[config.mk]
export PLATFORM = sky130hd
export DESIGN_NAME = audio_clkgen
export DESIGN_NICKNAME = d
export VERILOG_FILES = /design/src/rtl/acg_pkg.sv /design/src/rtl/acg_divider.sv /design/src/rtl/acg_framer.sv /design/src/rtl/acg_ctrl.sv /design/src/rtl/audio_clkgen.sv
export SDC_FILE = /design/constraint.sdc
export NUM_CORES = 1
export LEC_CHECK = 0
export BUFFER_PORTS_ARGS = -buffer_cell sky130_fd_sc_hd__buf_2
export CAP_MARGIN = 20
export CORE_MARGIN = 2
export CORE_UTILIZATION = 31
export DETAILED_ROUTE_END_ITERATION = 8
export GPL_ROUTABILITY_DRIVEN = 0
export PLACE_DENSITY_LB_ADDON = 0.12
export SETUP_SLACK_MARGIN = 0.4
export SLEW_MARGIN = 20
export SYNTH_ARGS = -nofsm -noshare
export SYNTH_HDL_FRONTEND = slang
export SYNTH_SLANG_ARGS = --single-unit
[constraint.sdc]
create_clock -name clk -period 7.2 [get_ports clk]
set_input_delay 1.44 -clock clk [delete_from_list [all_inputs] [get_ports clk]]
set_output_delay 1.44 -clock clk [all_outputs]
set_load 0.1 [all_outputs]
[src/rtl/acg_pkg.sv]
package acg_pkg;

  typedef enum logic {
    ACG_IDLE = 1'b0,
    ACG_RUN  = 1'b1
  } acg_state_e;

  // frame length (bit clocks) must hold word_len * channels bits
  function automatic logic frame_fits(input logic [31:0] per_m1,
                                      input logic [31:0] wlen,
                                      input logic [31:0] chans);
    return (per_m1 + 32'd1) >= (wlen * chans);
  endfunction

endpackage

[src/rtl/acg_divider.sv]
module acg_divider #(
  parameter int DIV_W = 8
) (
  input  logic             clk,
  input  logic             rst_n,
  input  logic             run,
  input  logic [DIV_W-1:0] div_lim,
  output logic [DIV_W-1:0] dcnt,
  output logic             bit_start,
  output logic             bit_end,
  output logic             bclk_lvl
);
  localparam int DW1 = DIV_W + 1;

  logic [DW1-1:0] n_half;

  // first cycle index of the high half of a bit period
  assign n_half = DW1'(({1'b0, div_lim} + DW1'(1)) >> 1);

  always_ff @(posedge clk or negedge rst_n) begin
    if (!rst_n)                dcnt <= '0;
    else if (!run)             dcnt <= '0;
    else if (dcnt == div_lim)  dcnt <= '0;
    else                       dcnt <= dcnt + DIV_W'(1);
  end

  assign bit_start = run && (dcnt == '0);
  assign bit_end   = run && (dcnt == div_lim);
  assign bclk_lvl  = run && ((div_lim == '0) ? ~clk : ({1'b0, dcnt} >= n_half));

endmodule

[src/rtl/acg_framer.sv]
module acg_framer #(
  parameter int PER_W = 9
) (
  input  logic             clk,
  input  logic             rst_n,
  input  logic             run,
  input  logic             bit_end,
  input  logic [PER_W-1:0] per_lim,
  input  logic [PER_W-1:0] wid_lim,
  output logic [PER_W-1:0] bcnt,
  output logic             frame_end,
  output logic             sync_lvl
);

  assign frame_end = bit_end && (bcnt == per_lim);

  always_ff @(posedge clk or negedge rst_n) begin
    if (!rst_n)         bcnt <= '0;
    else if (!run)      bcnt <= '0;
    else if (frame_end) bcnt <= '0;
    else if (bit_end)   bcnt <= bcnt + PER_W'(1);
  end

  assign sync_lvl = run && (bcnt <= wid_lim);

endmodule

[src/rtl/acg_ctrl.sv]
module acg_ctrl #(
  parameter int DIV_W = 8,
  parameter int PER_W = 9
) (
  input  logic             clk,
  input  logic             rst_n,
  input  logic             enable,
  input  logic             fits,
  input  logic             frame_end,
  input  logic [DIV_W-1:0] div_m1,
  input  logic [PER_W-1:0] period_m1,
  input  logic [PER_W-1:0] width_m1,
  output logic             run,
  output logic [DIV_W-1:0] div_lim,
  output logic [PER_W-1:0] per_lim,
  output logic [PER_W-1:0] wid_lim
);
  import acg_pkg::*;

  acg_state_e state;

  always_ff @(posedge clk or negedge rst_n) begin
    if (!rst_n) begin
      state   <= ACG_IDLE;
      div_lim <= '0;
      per_lim <= '0;
      wid_lim <= '0;
    end else begin
      case (state)
        ACG_IDLE: begin
          div_lim <= div_m1;
          per_lim <= period_m1;
          wid_lim <= width_m1;
          if (enable && fits) state <= ACG_RUN;
        end
        default: begin
          if (!enable) begin
            state <= ACG_IDLE;
          end else if (frame_end) begin
            if (fits) begin
              div_lim <= div_m1;
              per_lim <= period_m1;
              wid_lim <= width_m1;
            end else begin
              state <= ACG_IDLE;
            end
          end
        end
      endcase
    end
  end

  assign run = (state == ACG_RUN);

endmodule

[src/rtl/audio_clkgen.sv]
module audio_clkgen #(
  parameter int DIV_W = 8,
  parameter int PER_W = 9,
  parameter int WL_W  = 6,
  parameter int CH_W  = 5
) (
  input  logic             clk,
  input  logic             rst_n,
  input  logic             enable,
  input  logic [DIV_W-1:0] div_m1,
  input  logic [PER_W-1:0] period_m1,
  input  logic [PER_W-1:0] width_m1,
  input  logic [WL_W-1:0]  word_len,
  input  logic [CH_W-1:0]  chan_cnt,
  input  logic             fs_inv,
  input  logic             bclk_inv,
  output logic             bclk_o,
  output logic             fsync_o,
  output logic             bit_tick_o,
  output logic             cfg_err_o
);

  logic             fits;
  logic             run;
  logic [DIV_W-1:0] div_lim;
  logic [PER_W-1:0] per_lim;
  logic [PER_W-1:0] wid_lim;
  logic [DIV_W-1:0] dcnt;
  logic [PER_W-1:0] bcnt;
  logic             bit_start;
  logic             bit_end;
  logic             frame_end;
  logic             bclk_lvl;
  logic             sync_lvl;

  assign fits      = acg_pkg::frame_fits(32'(period_m1), 32'(word_len), 32'(chan_cnt));
  assign cfg_err_o = !fits;

  acg_ctrl #(.DIV_W(DIV_W), .PER_W(PER_W)) u_ctrl (
    .clk(clk), .rst_n(rst_n), .enable(enable), .fits(fits), .frame_end(frame_end),
    .div_m1(div_m1), .period_m1(period_m1), .width_m1(width_m1),
    .run(run), .div_lim(div_lim), .per_lim(per_lim), .wid_lim(wid_lim)
  );

  acg_divider #(.DIV_W(DIV_W)) u_div (
    .clk(clk), .rst_n(rst_n), .run(run), .div_lim(div_lim),
    .dcnt(dcnt), .bit_start(bit_start), .bit_end(bit_end), .bclk_lvl(bclk_lvl)
  );

  acg_framer #(.PER_W(PER_W)) u_frm (
    .clk(clk), .rst_n(rst_n), .run(run), .bit_end(bit_end),
    .per_lim(per_lim), .wid_lim(wid_lim),
    .bcnt(bcnt), .frame_end(frame_end), .sync_lvl(sync_lvl)
  );

  assign bit_tick_o = bit_start;
  assign bclk_o     = bclk_lvl ^ bclk_inv;
  assign fsync_o    = sync_lvl ^ fs_inv;

endmodule

==> flow_summary_export.csv <==
group,metric,value,unit
status,status,"complete, no violations",
sta,fin_tns_setup,0,ns
sta,fin_skew,0.00694,ns
synth,yosysSeqAreaShare,27.3,%
layout,n_antenna_cell,0,
sta,max_clock_freq,0.148,GHz
run,cap_violations,0,
drt,highest_layer,"met4",
min_path,hp-start,"u_ctrl.wid_lim[7]$_DFFE_PN0P_",
sta,period_share,94.2,%
synth,avgSynthCellArea,10.1,µm²
synth,ys.flop_type,"dfrtp_1",
pwr,ir_worst_vdd,0.000223,V
layout,multiInputGateArea,2770,µm²
worst_setup_path,reg2reg_from,"u_ctrl.div_lim[6]$_DFFE_PN0P_",
floorplan,die_w,118,µm
synth,synth_area_leader_cell,"dfrtp_1",
synth,netlist.area_leader.share,27.3,%
worst_setup_path,cp-end-kind,"output port",
sta,rsz0062_at_grt,"yes",
synth,synth_seq_cells,44,
drt,avgRoutedWirePerCell,13.6,µm
worst_setup_path,crit_path_start_kind,"input port",
sta,worstMarginPinSlew,0.920,ns
drt,drt_iter0_markers,117,
cts,clk-insertion-delay-late,0.41,ns
min_path,min_path_cells,1,
global_routing,grt_usage,13.6,%
layout,area_delta_synth_final,17.2,%
floorplan,coreArea,12700,µm²
worst_setup_path,r2r_cells,7,
placed_design,dp_cells,608,
cts,cts_tree,"done",
worst_setup_path,cp.arrival,5.34,ns
global_routing,first_global_vias,3099,
sta,setup_slack,0.421,ns
drt,firstDrtPassIters,4,
drt,wl_met1,4100,µm
sta,setup_viol,0,
worst_setup_path,critPathMaxFanout,6,
worst_setup_path,crit_type,"input port to output port",
placed_design,dp_slack,0.264,ns
drt,via_count,2912,
global_routing,grt_pass1_wl,15200,µm
synth,synthArstFlopShare,100,%
global_routing,grt_max_degree,45,
synth,syn_area,4040,µm²
global_routing,grt_overflow,0,
min_path,worst_hold_path.endpoint,"u_ctrl.wid_lim[7]$_DFFE_PN0P_",
cts,cts.clk_slew.worst_paths,0.06,ns
synth,synth-edff-count,0,
worst_setup_path,r2r-end,"u_ctrl.wid_lim[8]$_DFFE_PN0P_",
sta,hold_viol,0,
layout,final_cells,621,
placed_design,port_buffers,45,
floorplan,initial_core_util,31.9,%
drt,met2WireLength,4000,µm
floorplan,io_pins,46,
pwr,leakagePower,0.00225,µW
floorplan,row_count,41,
sta,final_max_slew_viol_count,0,
pwr,power_density,294,nW/µm²
synth,syn-num-nets,506,
layout,regArea,1100,µm²
worst_setup_path,rrSetupSlack,4.73,ns
floorplan,dieArea,14000,µm²
placed_design,hpwl,6660,µm
min_path,hold_path_class,"flop to flop",
drt,ant_nets,0,
sta,holdWs,0.510,ns
floorplan,fp.dieH,118,µm
sta,slew_headroom,38.5,%
drt,routed_wl,8470,µm
sta,min_period,6.78,ns
global_routing,antenna_found_initial,0,
synth,yosysUniqueCellTypes,53,
synth,synthCells,400,
layout,fillers,1314,
layout,layout-drive-gt1-share,22.7,%
cts,hold_buffers,0,
drt,wl_met3,226,µm
pwr,power.total,1390,µW
layout,fin_nets,554,
drt,drc_errors,0,
synth,yosys_warnings,0,
drt,viasPerCell,4.69,
synth,synthTopCellsByArea,"dfrtp_1, ha_1, mux2_4",
worst_setup_path,cp.required,5.76,ns
==> cell usage in the layout, fill, tap and decap left out, types with 12 or more instances in the layout <==
cell     Yosys  routed
inv_1       35      35
dfrtp_1     44      44
nand2_1     27      27
fa_1        12      12
mux2_4      20      20
nor2_1      25      25
buf_2        1      43
and2_1      19      19
nand3_1     20      20
xor2_1      25      25
xnor2_1     24      24
ha_1        52      50
==> area by class of cell <==
class                   instances  share of cell area (%)
clock inverters                 2                   0.740
flip-flops and latches         44                    23.3
repair buffers                 47                    5.76
multi-input cells             311                    58.5
well taps                     172                    4.55
inverters                      35                    2.78
clock buffers                  10                    4.41
==> state kept, by name (all words and copies together), names as in the netlist <==
name	cells
u_ctrl.div_lim	8
u_frm.bcnt	9
u_div.dcnt	8
u_ctrl.per_lim	9
u_ctrl.run	1
u_ctrl.wid_lim	9
==> where the power goes <==
part / internal (µW) / total [µW] / switching (µW)
clock: 236 / 350 / 114
combinational: 309 / 658 / 349
sequential: 306 / 385 / 79.3
==> per-stage QoR <==
step	instance area (µm²)	utilization, %
floorplan	4080	-
global placement	4470	35.3
detailed placement	4470	35.3
CTS	4730	37.3
global route	4730	37.4
finish	4730	37.4
==> cell families after synthesis <==
group,count (synthesis),synth area share (%)
muxes,26,9.11
buffers and inverters,45,5.33
AOI/OAI and AO/OA,47,8.71
DFF,44,27.3
adders and majority gates,64,22.1
xor gates and xnor gates,50,11.0
and+or+nand+nor,124,16.5
==> synth_stat cells (2+ instances only) <==
master     n
a211oi_1   3
a21o_1     7
a21oi_1   10
a31oi_1    2
and2_1    19
and3_1     5
buf_12     2
clkbuf_1   4
dfrtp_1   44
fa_1      12
ha_1      52
inv_1     35
mux2_2     6
mux2_4    20
nand2_1   27
nand2b_1   4
nand3_1   20
nand4_1    8
nor2_1    25
nor2b_1    2
nor3_1     3
nor4b_1    2
o211ai_1   3
o21ai_0    9
xnor2_1   24
xor2_1    25
==> metal layers <==
layer	track usage [%]	up-vias
met5	0	-
met4	5.87	0
met3	2.08	10
met2	22.9	41
met1	17.2	1393
li1	-	1468
==> worst max path at each step <==
stage	from	endpoint
floorplan	chan_cnt[4]	cfg_err_o
global placement	chan_cnt[4]	cfg_err_o
detailed placement	chan_cnt[4]	cfg_err_o
CTS	chan_cnt[4]	cfg_err_o
global route	chan_cnt[4]	cfg_err_o
finish	chan_cnt[4]	cfg_err_o
==> timing repair <==
action / CTS / global route
setup buffers: 2 / 0
pin swaps: 4 / 0
cloned: 0 / 0
gates resized for setup: 2 / 0
endpoints found under the setup margin: 1 / 1
==> critical path: stages <==
cell	delay, ns
buf_2	0.13
and2_1	0.18
fa_1	0.53
inv_1	0.05
fa_1	0.44
fa_1	0.49
inv_1	0.06
ha_4	0.25
o21a_1	0.17
o31a_1	0.12
o21ai_1	0.14
nand2b_1	0.08
xnor2_1	0.13
ha_1	0.31
a21o_1	0.18
a21oi_2	0.14
o31ai_2	0.10
o211ai_4	0.22
buf_12	0.21
Power figures use the tool's default switching activity.
